<file path="config.mk">
export PLATFORM = sky130hd
export DESIGN_NAME = resp_bit_realign
export DESIGN_NICKNAME = d
export VERILOG_FILES = /design/src/rtl/resp_realign_pkg.sv /design/src/rtl/rra_zero_scan.sv /design/src/rtl/rra_funnel.sv /design/src/rtl/rra_seq_ctrl.sv /design/src/rtl/resp_bit_realign.sv
export SDC_FILE = /design/constraint.sdc
export NUM_CORES = 1
export LEC_CHECK = 0
export BUFFER_PORTS_ARGS = -buffer_cell sky130_fd_sc_hd__buf_2
export CAP_MARGIN = 20
export CELL_PAD_IN_SITES_DETAIL_PLACEMENT = 1
export CELL_PAD_IN_SITES_GLOBAL_PLACEMENT = 1
export CORE_MARGIN = 2
export CORE_UTILIZATION = 39
export DETAILED_ROUTE_END_ITERATION = 7
export HOLD_SLACK_MARGIN = 0.02
export PLACE_DENSITY_LB_ADDON = 0.2
export SYNTH_ARGS = -nofsm -noshare
export SYNTH_HDL_FRONTEND = slang
export SYNTH_SLANG_ARGS = --single-unit
</file>
<file path="constraint.sdc">
create_clock -name clk -period 1.6 [get_ports clk]
set_input_delay 0.24 -clock clk [delete_from_list [all_inputs] [get_ports clk]]
set_output_delay 0.24 -clock clk [all_outputs]
set_load 0.1 [all_outputs]
</file>
<file path="src/rtl/resp_realign_pkg.sv">
// Shared definitions for the serial response bit realigner.
// Assumes byte-wide captures with the earliest sample in the top bit.
package resp_realign_pkg;

    localparam int BYTE_W = 8;
    localparam int POS_W  = $clog2(BYTE_W);

    // Sequencer phases within one capture
    typedef enum logic [1:0] {
        PH_SEEK  = 2'd0,   // hunting the first zero bit
        PH_MERGE = 2'd1,   // emitting realigned bytes
        PH_DRAIN = 2'd2    // discarding the rest of the capture
    } seq_phase_t;

endpackage

</file>
<file path="src/rtl/rra_zero_scan.sv">
// Finds the first zero bit of a byte counted from its top bit.
// Assumes the top bit is the earliest sample; pos is meaningless when found is 0.
module rra_zero_scan
    import resp_realign_pkg::*;
#(
    parameter int W  = BYTE_W,
    localparam int PW = $clog2(W)
) (
    input  logic [W-1:0]  data,
    output logic          found,
    output logic [PW-1:0] pos
);

    // Priority pick: the lowest index from the top wins, so scan downward
    always_comb begin
        pos = '0;
        for (int i = W - 1; i >= 0; i--) begin
            if (!data[W-1-i]) pos = PW'(i);
        end
    end

    // Any zero bit present
    assign found = ~&data;

endmodule

</file>
<file path="src/rtl/rra_funnel.sv">
// Funnel shifter: takes the W bits starting sh bits below the top of {hi, lo}.
// Assumes hi is the older byte; sh = 0 returns hi unchanged.
module rra_funnel
    import resp_realign_pkg::*;
#(
    parameter int W  = BYTE_W,
    localparam int SW = $clog2(W)
) (
    input  logic [W-1:0]  hi,
    input  logic [W-1:0]  lo,
    input  logic [SW-1:0] sh,
    output logic [W-1:0]  y
);

    logic [2*W-1:0] joined;
    logic [W-1:0]   cand [W];

    assign joined = {hi, lo};

    // One fixed window per shift amount
    for (genvar s = 0; s < W; s++) begin : g_win
        assign cand[s] = joined[2*W-1-s -: W];
    end

    // Select the window for the requested shift
    assign y = cand[sh];

endmodule

</file>
<file path="src/rtl/rra_seq_ctrl.sv">
// Capture sequencer: counts accepted bytes, latches the start offset,
// and tells the datapath when to emit a merged byte or a miss beat.
// Assumes every capture is SEARCH_BYTES + OUT_BYTES bytes long and that
// accept is only asserted when the output slot can take a beat.
module rra_seq_ctrl
    import resp_realign_pkg::*;
#(
    parameter int SEARCH_BYTES = 8,
    parameter int OUT_BYTES    = 6,
    localparam int CAP_BYTES   = SEARCH_BYTES + OUT_BYTES,
    localparam int CC_W        = $clog2(CAP_BYTES),
    localparam int EC_W        = $clog2(OUT_BYTES + 1),
    localparam int SB_W        = $clog2(SEARCH_BYTES),
    localparam int OFF_W       = SB_W + POS_W
) (
    input  logic             clk,
    input  logic             rst_n,
    input  logic             accept,
    input  logic             zero_found,
    input  logic [POS_W-1:0] zero_pos,
    output logic             emit_byte,
    output logic             emit_miss,
    output logic             emit_last,
    output logic [OFF_W-1:0] offset,
    output logic [POS_W-1:0] shift
);

    seq_phase_t      ph_q, ph_d;
    logic [CC_W-1:0] cap_q;
    logic [EC_W-1:0] emit_q;
    logic [OFF_W-1:0] off_q;

    logic cap_end, seek_end, emit_end;

    assign cap_end  = (cap_q == CC_W'(CAP_BYTES - 1));
    assign seek_end = (cap_q == CC_W'(SEARCH_BYTES - 1));
    assign emit_end = (emit_q == EC_W'(OUT_BYTES - 1));

    // Next phase and emit strobes for the byte being accepted
    always_comb begin
        ph_d      = ph_q;
        emit_byte = 1'b0;
        emit_miss = 1'b0;
        emit_last = 1'b0;
        unique case (ph_q)
            PH_SEEK: begin
                if (accept) begin
                    if (zero_found) begin
                        ph_d = PH_MERGE;
                    end else if (seek_end) begin
                        emit_miss = 1'b1;
                        ph_d      = PH_DRAIN;
                    end
                end
            end
            PH_MERGE: begin
                if (accept) begin
                    emit_byte = 1'b1;
                    emit_last = emit_end;
                    if (emit_end) ph_d = cap_end ? PH_SEEK : PH_DRAIN;
                end
            end
            PH_DRAIN: begin
                if (accept && cap_end) ph_d = PH_SEEK;
            end
            default: ph_d = PH_SEEK;
        endcase
    end

    // Phase register
    always_ff @(posedge clk) begin
        if (!rst_n) ph_q <= PH_SEEK;
        else        ph_q <= ph_d;
    end

    // Byte position within the current capture, wrapping at its end
    always_ff @(posedge clk) begin
        if (!rst_n)      cap_q <= '0;
        else if (accept) cap_q <= cap_end ? '0 : cap_q + 1'b1;
    end

    // Count of response bytes emitted so far
    always_ff @(posedge clk) begin
        if (!rst_n)               emit_q <= '0;
        else if (ph_q == PH_SEEK) emit_q <= '0;
        else if (emit_byte)       emit_q <= emit_q + 1'b1;
    end

    // Start offset latched when the first zero is seen
    always_ff @(posedge clk) begin
        if (!rst_n)
            off_q <= '0;
        else if (ph_q == PH_SEEK && accept && zero_found)
            off_q <= {cap_q[SB_W-1:0], zero_pos};
    end

    assign offset = off_q;
    assign shift  = off_q[POS_W-1:0];

endmodule

</file>
<file path="src/rtl/resp_bit_realign.sv">
// Serial response bit realigner, top level.
// Consumes fixed-length captures of MSB-first bytes, finds the first zero bit
// in the leading SEARCH_BYTES bytes and emits OUT_BYTES bytes shifted so the
// start bit lands in bit 7 of the first, or one miss beat when there is none.
// Assumes downstream obeys valid/ready; in_ready depends combinationally on out_ready.
module resp_bit_realign
    import resp_realign_pkg::*;
#(
    parameter int SEARCH_BYTES = 8,
    parameter int OUT_BYTES    = 6,
    localparam int OFF_W       = $clog2(SEARCH_BYTES) + POS_W
) (
    input  logic              clk,
    input  logic              rst_n,
    input  logic              in_valid,
    output logic              in_ready,
    input  logic [BYTE_W-1:0] in_data,
    output logic              out_valid,
    input  logic              out_ready,
    output logic [BYTE_W-1:0] out_data,
    output logic              out_last,
    output logic              out_miss,
    output logic [OFF_W-1:0]  out_offset
);

    logic              accept;
    logic              zero_found;
    logic [POS_W-1:0]  zero_pos;
    logic              emit_byte, emit_miss, emit_last;
    logic [OFF_W-1:0]  offset;
    logic [POS_W-1:0]  shift;
    logic [BYTE_W-1:0] look_q;
    logic [BYTE_W-1:0] merged;

    logic              ov_q, ol_q, om_q;
    logic [BYTE_W-1:0] od_q;
    logic [OFF_W-1:0]  oo_q;

    // Accept a byte only when the single output slot is free or draining
    assign in_ready = !ov_q || out_ready;
    assign accept   = in_valid && in_ready;

    rra_zero_scan #(.W(BYTE_W)) u_scan (
        .data  (in_data),
        .found (zero_found),
        .pos   (zero_pos)
    );

    rra_seq_ctrl #(
        .SEARCH_BYTES (SEARCH_BYTES),
        .OUT_BYTES    (OUT_BYTES)
    ) u_ctrl (
        .clk        (clk),
        .rst_n      (rst_n),
        .accept     (accept),
        .zero_found (zero_found),
        .zero_pos   (zero_pos),
        .emit_byte  (emit_byte),
        .emit_miss  (emit_miss),
        .emit_last  (emit_last),
        .offset     (offset),
        .shift      (shift)
    );

    rra_funnel #(.W(BYTE_W)) u_funnel (
        .hi (look_q),
        .lo (in_data),
        .sh (shift),
        .y  (merged)
    );

    // One-byte lookahead: the previously accepted byte
    always_ff @(posedge clk) begin
        if (!rst_n)      look_q <= '1;
        else if (accept) look_q <= in_data;
    end

    // Output slot: loads a merged byte or a miss beat, clears when taken
    always_ff @(posedge clk) begin
        if (!rst_n) begin
            ov_q <= 1'b0;
            od_q <= '0;
            ol_q <= 1'b0;
            om_q <= 1'b0;
            oo_q <= '0;
        end else if (emit_byte) begin
            ov_q <= 1'b1;
            od_q <= merged;
            ol_q <= emit_last;
            om_q <= 1'b0;
            oo_q <= offset;
        end else if (emit_miss) begin
            ov_q <= 1'b1;
            od_q <= '1;
            ol_q <= 1'b1;
            om_q <= 1'b1;
            oo_q <= '0;
        end else if (out_ready) begin
            ov_q <= 1'b0;
        end
    end

    assign out_valid  = ov_q;
    assign out_data   = od_q;
    assign out_last   = ol_q;
    assign out_miss   = om_q;
    assign out_offset = oo_q;

endmodule

</file>
==> run_results.csv, run 1 <==
group,metric,value,unit
synthesis,yosys_register_bits,40,
timing,setup_viol,0,
placement,dpl.cell_count,313,
worst_hold_path,hold_class,"in -> reg",
grt,first_global_vias,1773,
layout,area_delta_synth_final,24.7,%
timing,tightest_slew,493,ps
layout,layout.nets,264,
worst_setup_path,crit_chain,"nor2b_2 -> nand3b_1 -> o221ai_1 -> a21oi_1",
placement,placed_area,2450,µm²
grt,grt.total_usage,18.7,%
layout,fin_util,50.1,%
status,status,"finished, final reports clean",
pwr,ir_worst_vdd,401,µV
timing,fin_skew,8.88,ps
flow_run,maxCapViolations,0,
clocking,insertion_delay,290,ps
pwr,power.density,903,nW/µm²
timing,rsz0062_at_grt,"yes",
worst_setup_path,cpPeakStageDelay,430,ps
layout,instances_no_fill,321,
worst_setup_path,path_max_fanout,9,
route,detail-route-antenna-nets,0,
placement,routabilityCongestion,0.816,
synthesis,synth_edf_count,0,
timing,finalSetupTns,0,ps
floorplan,die_w,76.3,µm
timing,slew_headroom,67.4,%
clocking,cts_buffer_depth,2,
synthesis,synth.distinct_cells,45,
synthesis,syn-cell-area,2040,µm²
worst_hold_path,hold_path.startpoint,"in_data[0]",
worst_setup_path,reg2reg_depth,4,
synthesis,syn_nets,217,
layout,fin_area,2540,µm²
layout,drive_above_1_share,33.5,%
layout,diodes,0,
worst_setup_path,rrSetupSlack,120,ps
layout,n_fill_cell,600,
route,drtPass1Iterations,4,
clocking,cts-buffers-inserted,5,
route,routed_wl,4.99,mm
worst_setup_path,cp.arrival,1660,ps
floorplan,fp-row-count,26,
synthesis,async_flop_share,0,%
placement,dpl.hpwl,3.93,mm
synthesis,synth_ff_type,"dfxtp_1",
timing,period_needed,1480,ps
worst_setup_path,crit_path_start_kind,"register",
worst_setup_path,rr_startpoint,"u_ctrl.ph_q[1]",
synthesis,yosys_warnings,0,
floorplan,initial_core_util,40.2,%
timing,fmax,0.674,GHz
timing,setup_ws,117,ps
timing,slew_violations,0,
route,drc_errors,0,
floorplan,core-area,5070,µm²
clocking,cts.clk_slew.worst_paths,80,ps
synthesis,synthCells,203,
worst_setup_path,critPathSlowestCell,"dfxtp_1",
worst_setup_path,required,1770,ps
worst_hold_path,holdPathEnd,"look_q[0]",
route,routed-via-count,1744,
worst_hold_path,whs_path_depth,3,
grt,grt_pass1_wl,8.74,mm
route,first_iter_violations,97,
placement,dp_slack,-16.8,ps
synthesis,synth.avg_cell_area,10.0,µm²
worst_setup_path,path_class,"reg -> reg",
worst_setup_path,crit_path_end_kind,"register",
route,vias_per_cell,5.43,
timing,hold_violations,0,
clocking,tritoncts,"yes",
clocking,clock-sinks,40,
synthesis,yosysSeqAreaShare,39.3,%
placement,numPortBuffers,29,
route,wire_per_inst,15.5,µm
clocking,cts_root_buf,"clkbuf_8",
clocking,post-cts-setup-buffer-count,0,
timing,finalCritPeriodShare,92.7,%
grt,grt_max_degree,19,
grt,overflow,0,
floorplan,die_h,76.3,µm
grt,antenna_found_initial,0,
floorplan,dieArea,5820,µm²
clocking,cts_hold_buf,0,
floorplan,ioPinCount,30,
clocking,cts.htree.levels,2,
pwr,leakagePower,1.01,nW
worst_setup_path,timing.rr.end,"out_data[2]",
routing by layer:
| metal | part of all wire [%] | track usage [%] |
|---|---|---|
| met2 | 47 | 30.3 |
| met3 | 2.6 | 3.67 |
| met4 | 0.48 | 4.91 |
| met5 | 0 | 0 |
| met1 | 50 | 25.5 |
synth_stat cells, types with 2 or more instances:
library cell | instances | share of area [%]
dfxtp_1 | 40 | 39
o21ai_0 | 5 | 1.2
a21oi_1 | 13 | 3.2
nand2b_1 | 2 | 0.61
nand3_1 | 10 | 2.5
ha_1 | 2 | 1.2
nand3b_1 | 2 | 0.74
mux2i_1 | 5 | 2.5
inv_1 | 11 | 2.0
a21boi_0 | 4 | 1.5
clkbuf_1 | 5 | 0.92
and4_1 | 2 | 0.86
nand2_1 | 25 | 4.6
nor2b_1 | 8 | 2.5
mux4_1 | 6 | 7.7
nor2_1 | 5 | 0.92
and2_1 | 4 | 1.2
a32o_1 | 6 | 2.9
o211ai_1 | 3 | 1.1
o22ai_1 | 2 | 0.61
mux4_2 | 6 | 6.6
buf_2 | 6 | 1.5
o221ai_1 | 8 | 3.4
a211oi_1 | 2 | 0.74
stage by stage:
step,hold slack [ps],total power [mW]
after CTS,208,2.32
after global routing,250,2.43
after global placement,433,1.66
after detailed placement,437,1.67
after floorplan,364,1.50
final,217,2.30
state kept, by name, indices dropped and copies added, names as in the netlist:
name and flops:
u_ctrl.emit_q 3, out_data 8, out_miss 1, u_ctrl.cap_q 4, u_ctrl.ph_q 2, look_q 8
out_valid 1, u_ctrl.offset 6, out_offset 6, out_last 1
cell families after synthesis:
kind of cell	Yosys count	share of synthesized area, %
and+or+nand+nor	67	18.2
buffers and inverters	27	6.32
DFF	40	39.3
muxes	17	16.8
AOI/OAI and AO/OA	49	17.7
adders and majority gates	2	1.23
xor gates and xnor gates	1	0.430
worst max-delay path by stage:
stage | startpoint | depth (start not counted) | endpoint | slack, ps
3_5_place_dp | in_data[2] | 7 | out_offset[4] | -20
6_report | u_ctrl.ph_q[1] | 4 | out_data[2] | 120
2_1_floorplan | out_valid | 6 | out_offset[0] | -130
5_1_grt | out_valid | 5 | out_data[2] | -4
4_1_cts | u_ctrl.offset[0] | 4 | out_data[7] | 20
3_3_place_gp | in_data[2] | 7 | out_offset[1] | 5
placed cells by master, fill, tap and decap left out, drive strengths merged, types with 4 or more instances in the layout:
master / count
mux2i: 5
inv: 11
nor2b: 8
a21boi: 4
o21ai: 6
a21oi: 13
mux4: 12
dfxtp: 40
clkbuf: 7
nor2: 5
nand3: 10
nand2: 26
a32o: 6
and2: 6
o221ai: 8
buf: 56
cell type report:
cell class              instances  area, µm²  share of cell area, %
inverters                      11       41.3                   1.62
well taps                      70       87.6                   3.45
multi-input cells             136       1150                   45.3
repair buffers                 56        373                   14.7
flip-flops and latches         40        807                   31.8
clock inverters                 1       5.00                  0.197
clock buffers                   7       76.3                   3.00
power by group:
part	internal, mW	switching, mW
logic	0.211	0.340
registers	1.05	0.0506
clock network	0.306	0.339
critical path, delay by kind of cell, from the launching register on:
family	cells	cell delay, ps
compound gates	2	360
flops	1	430
simple gates	2	580
what timing repair did:
action / CTS / global route
hold endpoints to repair: 0 / 0
endpoints found under the setup margin: 0 / 8
resized for setup: 0 / 5
No activity file was read; power rests on OpenSTA's default activity.
==> inputs of run 2 (changes only) <==
- BUFFER_PORTS_ARGS: -buffer_cell sky130_fd_sc_hd__buf_2 -> default
- CORE_UTILIZATION: 39 -> 44
- DONT_BUFFER_PORTS: default -> 1
==> run 2 against run 1 <==
Clock power grew 4.6%. Via count is 2.6% lower. Power is 1.2% lower. Critical endpoint is now out_data[7]. Highest routed layer unchanged.
==> run_results.csv, run 2 (synthesis results as in run 1) <==
group,metric,value,unit
status,status,"finished, final reports clean",
worst_hold_path,holdPathEnd,"look_q[3]",
floorplan,fp-row-count,24,
route,first_iter_violations,103,
grt,antenna_found_initial,0,
timing,tightest_slew,429,ps
worst_setup_path,crit_buf_inv,1,
grt,grt.met2_usage,37.2,%
worst_setup_path,cpPeakStageDelay,530,ps
worst_setup_path,crit_chain,"buf_4 -> mux4_2 -> o221ai_1 -> a21oi_1",
clocking,cts_root_buf,"clkbuf_8",
grt,grt.total_usage,21.9,%
clocking,cts-buffers-inserted,5,
clocking,cts_buffer_depth,2,
timing,period_needed,1500,ps
worst_hold_path,hold_class,"in -> reg",
clocking,cts.clk_slew.worst_paths,80,ps
grt,grt_max_degree,40,
timing,hold_violations,0,
timing,fmax,0.667,GHz
floorplan,die_h,72.1,µm
timing,slew_violations,0,
grt,gr-usage-met3,5.56,%
worst_setup_path,cp_top_family,"multiplexers",
timing,finalCritPeriodShare,93.7,%
route,drtPass1Iterations,4,
pwr,p_switching,0.730,mW
clocking,cts.htree.levels,2,
floorplan,initial_core_util,46.2,%
flow_run,maxCapViolations,0,
placement,dpl.hpwl,3.77,mm
worst_setup_path,crit_path_start_kind,"register",
pwr,power.density,949,nW/µm²
pwr,clkPwrFrac,29.8,%
worst_hold_path,whs_path_depth,1,
worst_hold_path,hold_path.startpoint,"rst_n",
route,vias_per_cell,6.11,
worst_setup_path,required,1780,ps
floorplan,die_w,72.1,µm
pwr,swShare,32.2,%
timing,fin_skew,9.74,ps
floorplan,ioPinCount,30,
timing,slew_headroom,71.3,%
route,wire_per_inst,18.5,µm
clocking,clock-sinks,40,
worst_setup_path,path_max_fanout,6,
timing,setup_viol,0,
layout,instances_no_fill,278,
route,detail-route-antenna-nets,0,
pwr,pwr-share-seq,48.8,%
worst_setup_path,cp.arrival,1680,ps
pwr,leakagePower,0.897,nW
floorplan,dieArea,5190,µm²
layout,layout.cells.most_common,"dfxtp_1",
layout,multi_input_area,1150,µm²
worst_setup_path,reg2reg_depth,4,
layout,seq_area,808,µm²
grt,overflow,0,
worst_setup_path,rrSetupSlack,100,ps
layout,layout.nets,239,
worst_setup_path,critPathSlowestCell,"mux4_2",
layout,drive_above_1_share,27.0,%
layout,fin_util,54.1,%
clocking,insertion_delay,290,ps
pwr,ir_worst_vdd,608,µV
grt,grtUsageMet1,28.3,%
placement,numPortBuffers,0,
layout,most-common-layout-cells,"dfxtp_1 (36), buf_4 (30), nand2_1 (24)",
placement,dpl.cell_count,268,
clocking,tritoncts,"yes",
layout,diodes,0,
pwr,combPwrFrac,21.4,%
worst_setup_path,rr_startpoint,"u_ctrl.offset[0]",
layout,n_fill_cell,491,
grt,grt_pass1_wl,8.87,mm
route,routed_wl,5.14,mm
worst_setup_path,path_class,"reg -> reg",
worst_setup_path,crit_path_end_kind,"register",
grt,top_usage_layer,"met2",
pwr,p_int,1.54,mW
placement,routabilityCongestion,0.868,
route,drc_errors,0,
layout,area_delta_synth_final,17.2,%
worst_setup_path,timing.rr.end,"out_data[7]",
timing,rsz0062_at_grt,"no",
route,routed-via-count,1699,
grt,first_global_vias,1793,
floorplan,core-area,4410,µm²
-- run 2: cell count changes in the layout (fill, tap and decap cells not counted), sizes merged --
cell	delta
clkinv	+2
dlygate4sd3	+1
buf	-26
clkbuf	-2
-- run 2: per-layer routing --
layer  part of all wire (%)  up-vias
li1                       -      799
met1                     44      839
met2                     50       55
met3                    5.8        6
met4                   0.89        0
met5                      0        -
-- run 2: worst max path at each step --
| stage | startpoint | to | slack, ps | cells after the start |
|---|---|---|---|---|
| finish | u_ctrl.offset[0] | out_data[7] | 100 | 4 |
| global route | u_ctrl.offset[0] | out_data[7] | 30 | 4 |
| CTS | u_ctrl.offset[0] | out_data[7] | 20 | 4 |
| detailed placement | u_ctrl.ph_q[0] | out_data[0] | 8 | 4 |
| global placement | u_ctrl.ph_q[0] | out_data[2] | 110 | 4 |
| floorplan | out_valid | out_offset[0] | -130 | 6 |
-- run 2: stage by stage --
stage	hold slack (ps)	TNS [ps]	instance area (µm²)	total power, mW	worst slack (ps)
floorplan	364	-1820	2080	1.50	-129
global placement	318	0	2270	1.58	108
detailed placement	323	0	2270	1.60	8.21
CTS	27.8	0	2370	2.28	19.1
global route	36.8	0	2390	2.37	33.3
finish	63.0	0	2390	2.27	101
-- run 2: power groups by stage --
| stage | sequential, mW | combinational [mW] | clock, mW |
|---|---|---|---|
| 2_1_floorplan | 1.24 | 0.263 | 0 |
| 3_5_place_dp | 1.13 | 0.477 | 0 |
| 5_1_grt | 1.11 | 0.520 | 0.737 |
| 4_1_cts | 1.10 | 0.485 | 0.693 |
| 3_3_place_gp | 1.12 | 0.460 | 0 |
| 6_report | 1.11 | 0.485 | 0.676 |
-- run 2: layout make-up --
class / instances / share of cell area, %
Multi-Input combinational cell: 136 / 48.2
Timing Repair Buffer: 31 / 9.85
Sequential cell: 40 / 33.8
Clock inverter: 3 / 0.786
Inverter: 11 / 1.73
Tap cell: 52 / 2.72
Clock buffer: 5 / 2.88
-- run 2: what timing repair did --
| action | in CTS | in global routing |
|---|---|---|
| hold buffers | 1 | 0 |
| endpoints found under the hold margin | 5 | 0 |
| gates resized for setup | 1 | 4 |
| buffers inserted | 0 | 1 |
| endpoints found under the setup margin | 4 | 8 |
| pin swaps | 0 | 1 |
| gates cloned | 0 | 0 |
-- run 2: worst reg2reg max path, stage by stage (launching register included) --
cell	delay [ps]
dfxtp_2	400
buf_4	180
mux4_2	530
o221ai_1	200
a21oi_1	70
